$ cat config.mk
export PLATFORM = sky130hd
export DESIGN_NAME = rdp_ram
export DESIGN_NICKNAME = d
export VERILOG_FILES = /design/src/rtl/rdp_pkg.sv /design/src/rtl/rdp_rst_sync.sv /design/src/rtl/rdp_pointer.sv /design/src/rtl/rdp_store.sv /design/src/rtl/rdp_ram.sv
export SDC_FILE = /design/constraint.sdc
export NUM_CORES = 1
export LEC_CHECK = 0
export BUFFER_PORTS_ARGS = -buffer_cell sky130_fd_sc_hd__buf_2
export CORE_MARGIN = 2
export CORE_UTILIZATION = 65
export DETAILED_ROUTE_END_ITERATION = 10
export PLACE_DENSITY = 0.83
export SLEW_MARGIN = 25
export SYNTH_ARGS = -nofsm -noshare
export SYNTH_HDL_FRONTEND = slang
export SYNTH_SLANG_ARGS = --single-unit
$ cat constraint.sdc
create_clock -name clk -period 4.27 [get_ports clk]
set_input_delay 0.427 -clock clk [delete_from_list [all_inputs] [get_ports clk]]
set_output_delay 0.427 -clock clk [all_outputs]
set_load 0.02 [all_outputs]
$ cat src/rtl/rdp_pkg.sv
package rdp_pkg;
  typedef enum logic [1:0] {
    STEP_NONE = 2'b00,
    STEP_UP   = 2'b01,
    STEP_DOWN = 2'b10,
    STEP_RSVD = 2'b11
  } step_e;
endpackage

$ cat src/rtl/rdp_rst_sync.sv
module rdp_rst_sync #(
  parameter int STAGES = 2
) (
  input  logic clk,
  input  logic rst_n,
  output logic rst_core_n
);
  logic [STAGES-1:0] chain;

  always_ff @(posedge clk or negedge rst_n) begin
    if (!rst_n) chain <= '0;
    else        chain <= {chain[STAGES-2:0], 1'b1};
  end

  assign rst_core_n = chain[STAGES-1];
endmodule

$ cat src/rtl/rdp_pointer.sv
module rdp_pointer
  import rdp_pkg::*;
#(
  parameter int ROW_W = 2,
  parameter int COL_W = 4
) (
  input  logic             clk,
  input  logic             rst_n,
  input  logic             row_ld,
  input  logic [ROW_W-1:0] row_din,
  input  logic             col_ld,
  input  logic [COL_W-1:0] col_din,
  input  logic [1:0]       col_op,
  output logic [ROW_W-1:0] row_q,
  output logic [COL_W-1:0] col_q,
  output logic             wrap_o
);
  localparam logic [COL_W-1:0] COL_TOP = {COL_W{1'b1}};

  step_e            step;
  logic [ROW_W-1:0] row_nxt;
  logic [COL_W-1:0] col_nxt;
  logic             wrap_nxt;
  logic             row_en;
  logic             col_en;

  assign step = step_e'(col_op);

  always_comb begin
    row_en   = row_ld;
    row_nxt  = row_din;
    col_en   = 1'b0;
    col_nxt  = col_q;
    wrap_nxt = 1'b0;
    if (col_ld) begin
      col_en  = 1'b1;
      col_nxt = col_din;
    end else begin
      unique case (step)
        STEP_UP: begin
          col_en   = 1'b1;
          col_nxt  = col_q + 1'b1;
          wrap_nxt = (col_q == COL_TOP);
        end
        STEP_DOWN: begin
          col_en   = 1'b1;
          col_nxt  = col_q - 1'b1;
          wrap_nxt = (col_q == '0);
        end
        default: begin
          col_en  = 1'b0;
          col_nxt = col_q;
        end
      endcase
    end
  end

  always_ff @(posedge clk or negedge rst_n) begin
    if (!rst_n)      row_q <= '0;
    else if (row_en) row_q <= row_nxt;
  end

  always_ff @(posedge clk or negedge rst_n) begin
    if (!rst_n)      col_q <= '0;
    else if (col_en) col_q <= col_nxt;
  end

  always_ff @(posedge clk or negedge rst_n) begin
    if (!rst_n) wrap_o <= 1'b0;
    else        wrap_o <= wrap_nxt;
  end
endmodule

$ cat src/rtl/rdp_store.sv
module rdp_store #(
  parameter int ROWS   = 3,
  parameter int ROW_W  = 2,
  parameter int COL_W  = 4,
  parameter int DATA_W = 4
) (
  input  logic              clk,
  input  logic              we,
  input  logic [ROW_W-1:0]  wrow,
  input  logic [COL_W-1:0]  wcol,
  input  logic [DATA_W-1:0] wdata,
  input  logic [ROW_W-1:0]  arow,
  input  logic [COL_W-1:0]  acol,
  output logic [DATA_W-1:0] adata,
  input  logic [ROW_W-1:0]  brow,
  input  logic [COL_W-1:0]  bcol,
  output logic [DATA_W-1:0] bdata
);
  localparam int COLS = 1 << COL_W;

  logic [ROWS-1:0][DATA_W-1:0] row_a;
  logic [ROWS-1:0][DATA_W-1:0] row_b;

  for (genvar r = 0; r < ROWS; r++) begin : g_row
    logic [DATA_W-1:0] words [COLS];
    logic              row_we;

    assign row_we = we && (wrow == ROW_W'(r));

    always_ff @(posedge clk) begin
      if (row_we) words[wcol] <= wdata;
    end

    assign row_a[r] = words[acol];
    assign row_b[r] = words[bcol];
  end

  always_comb begin
    adata = '0;
    bdata = '0;
    for (int r = 0; r < ROWS; r++) begin
      if (arow == ROW_W'(r)) adata = row_a[r];
      if (brow == ROW_W'(r)) bdata = row_b[r];
    end
  end
endmodule

$ cat src/rtl/rdp_ram.sv
module rdp_ram #(
  parameter int ROWS   = 3,
  parameter int ROW_W  = 2,
  parameter int COL_W  = 4,
  parameter int DATA_W = 4
) (
  input  logic              clk,
  input  logic              rst_n,
  input  logic              row_ld,
  input  logic [ROW_W-1:0]  row_din,
  input  logic              col_ld,
  input  logic [COL_W-1:0]  col_din,
  input  logic [1:0]        col_op,
  input  logic              wr_en,
  input  logic [DATA_W-1:0] wr_data,
  output logic [ROW_W-1:0]  row_q,
  output logic [COL_W-1:0]  col_q,
  output logic [DATA_W-1:0] rd_data,
  output logic              wrap_o,
  input  logic [ROW_W-1:0]  disp_row,
  input  logic [COL_W-1:0]  disp_col,
  output logic [DATA_W-1:0] disp_data
);
  logic rst_core_n;

  rdp_rst_sync #(.STAGES(2)) u_rst (
    .clk        (clk),
    .rst_n      (rst_n),
    .rst_core_n (rst_core_n)
  );

  rdp_pointer #(.ROW_W(ROW_W), .COL_W(COL_W)) u_ptr (
    .clk     (clk),
    .rst_n   (rst_core_n),
    .row_ld  (row_ld),
    .row_din (row_din),
    .col_ld  (col_ld),
    .col_din (col_din),
    .col_op  (col_op),
    .row_q   (row_q),
    .col_q   (col_q),
    .wrap_o  (wrap_o)
  );

  rdp_store #(
    .ROWS(ROWS), .ROW_W(ROW_W), .COL_W(COL_W), .DATA_W(DATA_W)
  ) u_mem (
    .clk   (clk),
    .we    (wr_en),
    .wrow  (row_q),
    .wcol  (col_q),
    .wdata (wr_data),
    .arow  (row_q),
    .acol  (col_q),
    .adata (rd_data),
    .brow  (disp_row),
    .bcol  (disp_col),
    .bdata (disp_data)
  );
endmodule

==> flow_metrics.py <==
metrics = {
    "clock_network": {
        "cts.sink_count": 201,
        "insertion_delay_of_the_later_clocked_pin_in_the_worst_skew_pair_ns": 0.49,
        "tritoncts.num_buffers": 21,
        "cts_buffer_depth": 3,
        "clock-root-buffer": "clkbuf_16",
        "ctsHtreeMaxLevel": 1,
        "tritoncts": "yes",
        "post_cts_resize_count": 0,
        "clk_pin_slew_ns": 0.06,
    },
    "power": {
        "internal_power_mw": 3.480,
        "share_clk_of_total_power_pct": 37.6,
        "power.switching_mw": 1.162,
        "combPwrFrac_pct": 13.7,
        "leakagePower_nw": 3.394,
        "power_switching_share_pct": 25.03,
        "part_of_the_power_in_registers_pct": 48.7,
        "power_per_cell_area_nw_per_um2": 437.9,
        "largest_voltage_drop_on_the_vdd_net_mv": 0.3456,
    },
    "global_routing": {
        "globalRouteMet1Util_pct": 43.62,
        "antenna_violations_before_repair": 0,
        "grt_pass1_wl_um": 35610,
        "vias_in_the_first_global_route": 5795,
        "grt_util_all_layers_pct": 30.44,
        "grt_util_met3_pct": 5.990,
        "grt-ovfl-total": 0,
        "grt_use_met2_pct": 48.48,
        "busiest_metal_layer_after_global_routing": "met2",
        "grt_max_degree": 49,
    },
    "worst_setup_path": {
        "path_class": "reg2out",
        "worstSetupEndpointType": "output port",
        "timing.critical_path.arrival_ns": 3.36,
        "biggest_fanout_along_the_worst_timing_path": 47,
        "cp_data_required_time_ns": 3.84,
        "startpoint_type": "flip-flop",
    },
    "synthesis": {
        "cell_type_with_the_largest_total_area_after_synthesis": "edfxtp_1",
        "synth-seq-cells": 201,
        "dominantRegCellSynth": "edfxtp_1",
        "synth_most_common_cell": "edfxtp_1",
        "synthDominantCellAreaShare_pct": 59.68,
        "synth.avg_cell_area_um2": 18.33,
        "synth-edff-count": 192,
        "ys_seq_area_share_pct": 62.01,
        "syn-num-nets": 554,
        "synth.lib_cells_used.distinct": 41,
        "synth-warning-count": 0,
        "netlist_area_um2": 9661,
        "asyncSetResetFlopFracSynth_pct": 4.478,
        "netlist_top_cells_area": "edfxtp_1 60%, mux4_2 22%, dfrtp_1 2.3%, nor3_1 2.1%, mux2_2 1.3%",
        "synthCells": 527,
        "ys_top_cells_by_count": "192 x edfxtp_1, 96 x mux4_2, 41 x nor3_1, 22 x clkbuf_1, 19 x nor2_1",
    },
    "place": {
        "io_buffer_count": 37,
        "gp_congestion": 0.8639,
        "post-dp-hpwl_um": 14780,
        "placed_area_um2": 9940,
    },
    "timing": {
        "hold_slack_final_ns": 0.1050,
        "fin_crit_ns": 3.784,
        "slew_headroom_pct": 28.23,
        "unrepaired_setup_endpoints_after_global_routing": "no",
        "setup_viol_count_final": 0,
        "layout_worst_path_cycle_share_pct": 88.62,
        "final_hold_viol_count": 0,
        "finalMaxSlewViolations": 0,
        "timing.clock.skew_ns": 0.01549,
        "tns_ns": 0,
        "worst_slew_pin_slew_ns": 1.074,
        "max_clock_freq_ghz": 0.2643,
    },
    "route": {
        "wirelength_um": 23430,
        "wl_per_cell_um": 31.32,
        "drt_pass1_iterations": 5,
        "dr_iter_0_viols": 789,
        "post_drt_via_cell_ratio": 7.680,
        "dr_total_vias": 5745,
        "ant_nets": 0,
        "drc_errors": 0,
    },
    "cells_and_area": {
        "nNetsFinal": 577,
        "antenna_cells_inserted": 0,
        "synth_to_final_area_change_pct": 9.714,
        "final_area_um2": 10600,
        "post_route_cells_drive_above_1_share_pct": 33.33,
    },
    "floorplanning": {
        "core_um2": 14530,
        "die_height_um": 125.9,
        "fp-row-count": 44,
        "die_width_um": 125.9,
        "floorplan.io_pins": 38,
        "initial_utilization_pct": 66.47,
        "die-area_um2": 15850,
    },
    "outcome": {
        "run_status": "completed",
    },
    "hold_path": {
        "holdCritPathClass": "reg2async",
    },
    "job": {
        "drv.max_cap_violation_count": 0,
    },
}
## final timing paths
| check | endpoint | startpoint | slack (ns) | depth (start not counted) |
|---|---|---|---|---|
| max | rd_data[3] | u_ptr.col_q[0]$_DFFE_PN0P_ | 0.49 | 6 |
| min | u_ptr.col_q[2]$_DFFE_PN0P_ | u_rst.chain[1]$_DFF_PN0_ | 0.11 | 0 |
| max reg2reg | u_mem.g_row[2].words[3][2]$_DFFE_PP_ | u_ptr.col_q[0]$_DFFE_PN0P_ | 1.37 | 2 |
| min reg2reg | u_ptr.col_q[2]$_DFFE_PN0P_ | u_rst.chain[1]$_DFF_PN0_ | 0.11 | 0 |
| max in group asynchronous | u_ptr.col_q[0]$_DFFE_PN0P_ | u_rst.chain[1]$_DFF_PN0_ | 3.90 | 0 |
| min in group clk | u_ptr.col_q[3]$_DFFE_PN0P_ | col_din[3] | 0.15 | 3 |
## critical path: stages (launching register included)
cell	delay [ns]
dfrtp_4	0.97
buf_4	0.42
mux4_2	0.59
a22oi_1	0.19
a21oi_1	0.10
or3_1	0.41
buf_2	0.19
## metrics by stage
step                instances  worst slack [ns]  power, mW  utilization [%]
finish                    748            0.4858      4.641            72.93
global route              748            0.3098      4.757            72.93
CTS                       748            0.4413      4.640            72.93
detailed placement        710             1.009      2.917            68.39
global placement          710             1.024      2.901            68.37
floorplan                 527             1.648      2.717                -
## power by group through the flow
stage                     registers (mW)  logic [mW]  clock network [mW]
final                               2.26       0.638                1.74
after global routing                2.27       0.666                1.82
after CTS                           2.26       0.627                1.75
after detailed placement            2.30       0.615                   0
after global placement              2.30       0.604                   0
after floorplan                     2.25       0.468                   0
## cell usage in the layout, fill, tap and decap left out, drive strengths merged, types with 2 or more instances in the layout
| cell type | count |
|---|---|
| a211o | 3 |
| nand2 | 7 |
| nand3 | 2 |
| clkbuf | 24 |
| nor2 | 19 |
| clkinvlp | 2 |
| a221oi | 4 |
| ha | 4 |
| inv | 2 |
| mux4 | 100 |
| xor2 | 5 |
| mux2 | 11 |
| a22oi | 16 |
| nand3b | 4 |
| nor3 | 41 |
| edfxtp | 192 |
| o22ai | 3 |
| buf | 44 |
| a22o | 7 |
| clkinv | 9 |
| or3 | 4 |
| nand2b | 6 |
| a21oi | 13 |
| nor2b | 3 |
| o21ai | 4 |
| dfrtp | 9 |
| or2 | 4 |
| bufinv | 2 |
| nor3b | 2 |
| mux2i | 9 |
## metal layers
metal	part of all wire (%)	vias to the layer above
li1	-	2283
met1	36	2975
met2	50	428
met3	11	59
met4	3.3	0
met5	0	-
## layout make-up
type                            count  area [um2]
Sequential cell                   201        5996
Fill cell                         855        3935
Multi-Input combinational cell    279        3468
Clock buffer                       24       536.8
Timing Repair Buffer               45       247.7
Tap cell                          184       230.2
Clock inverter                     13       112.6
Inverter                            2       7.507
## sequential cells by signal, indices dropped and copies added (netlist names)
register / flops
u_rst.chain: 2
u_mem.g_row.words: 192
u_ptr.row_q: 2
u_ptr.wrap_o: 1
u_ptr.col_q: 4
## kinds of logic (layout without fill, tap and decap cells)
kind of cell             after synthesis  count (layout)  share of synthesized area, %
other                                  1               1                       0.03882
adder cells (fa/ha/maj)                4               4                        0.5181
AND/OR/NAND/NOR                       96              96                         5.142
multiplexers                         120             120                         25.68
XOR/XNOR                               6               6                        0.5440
flip-flops                           201             201                         62.01
AO/OA/AOI/OAI                         52              52                         3.950
buffers and inverters                 47              84                         2.111
## repair_timing
item,CTS,global route
buffers inserted,0,0
hold endpoints to repair,2,0
endpoints found under the setup margin,0,0
hold buffers,1,0
Power figures use the tool's default switching activity.
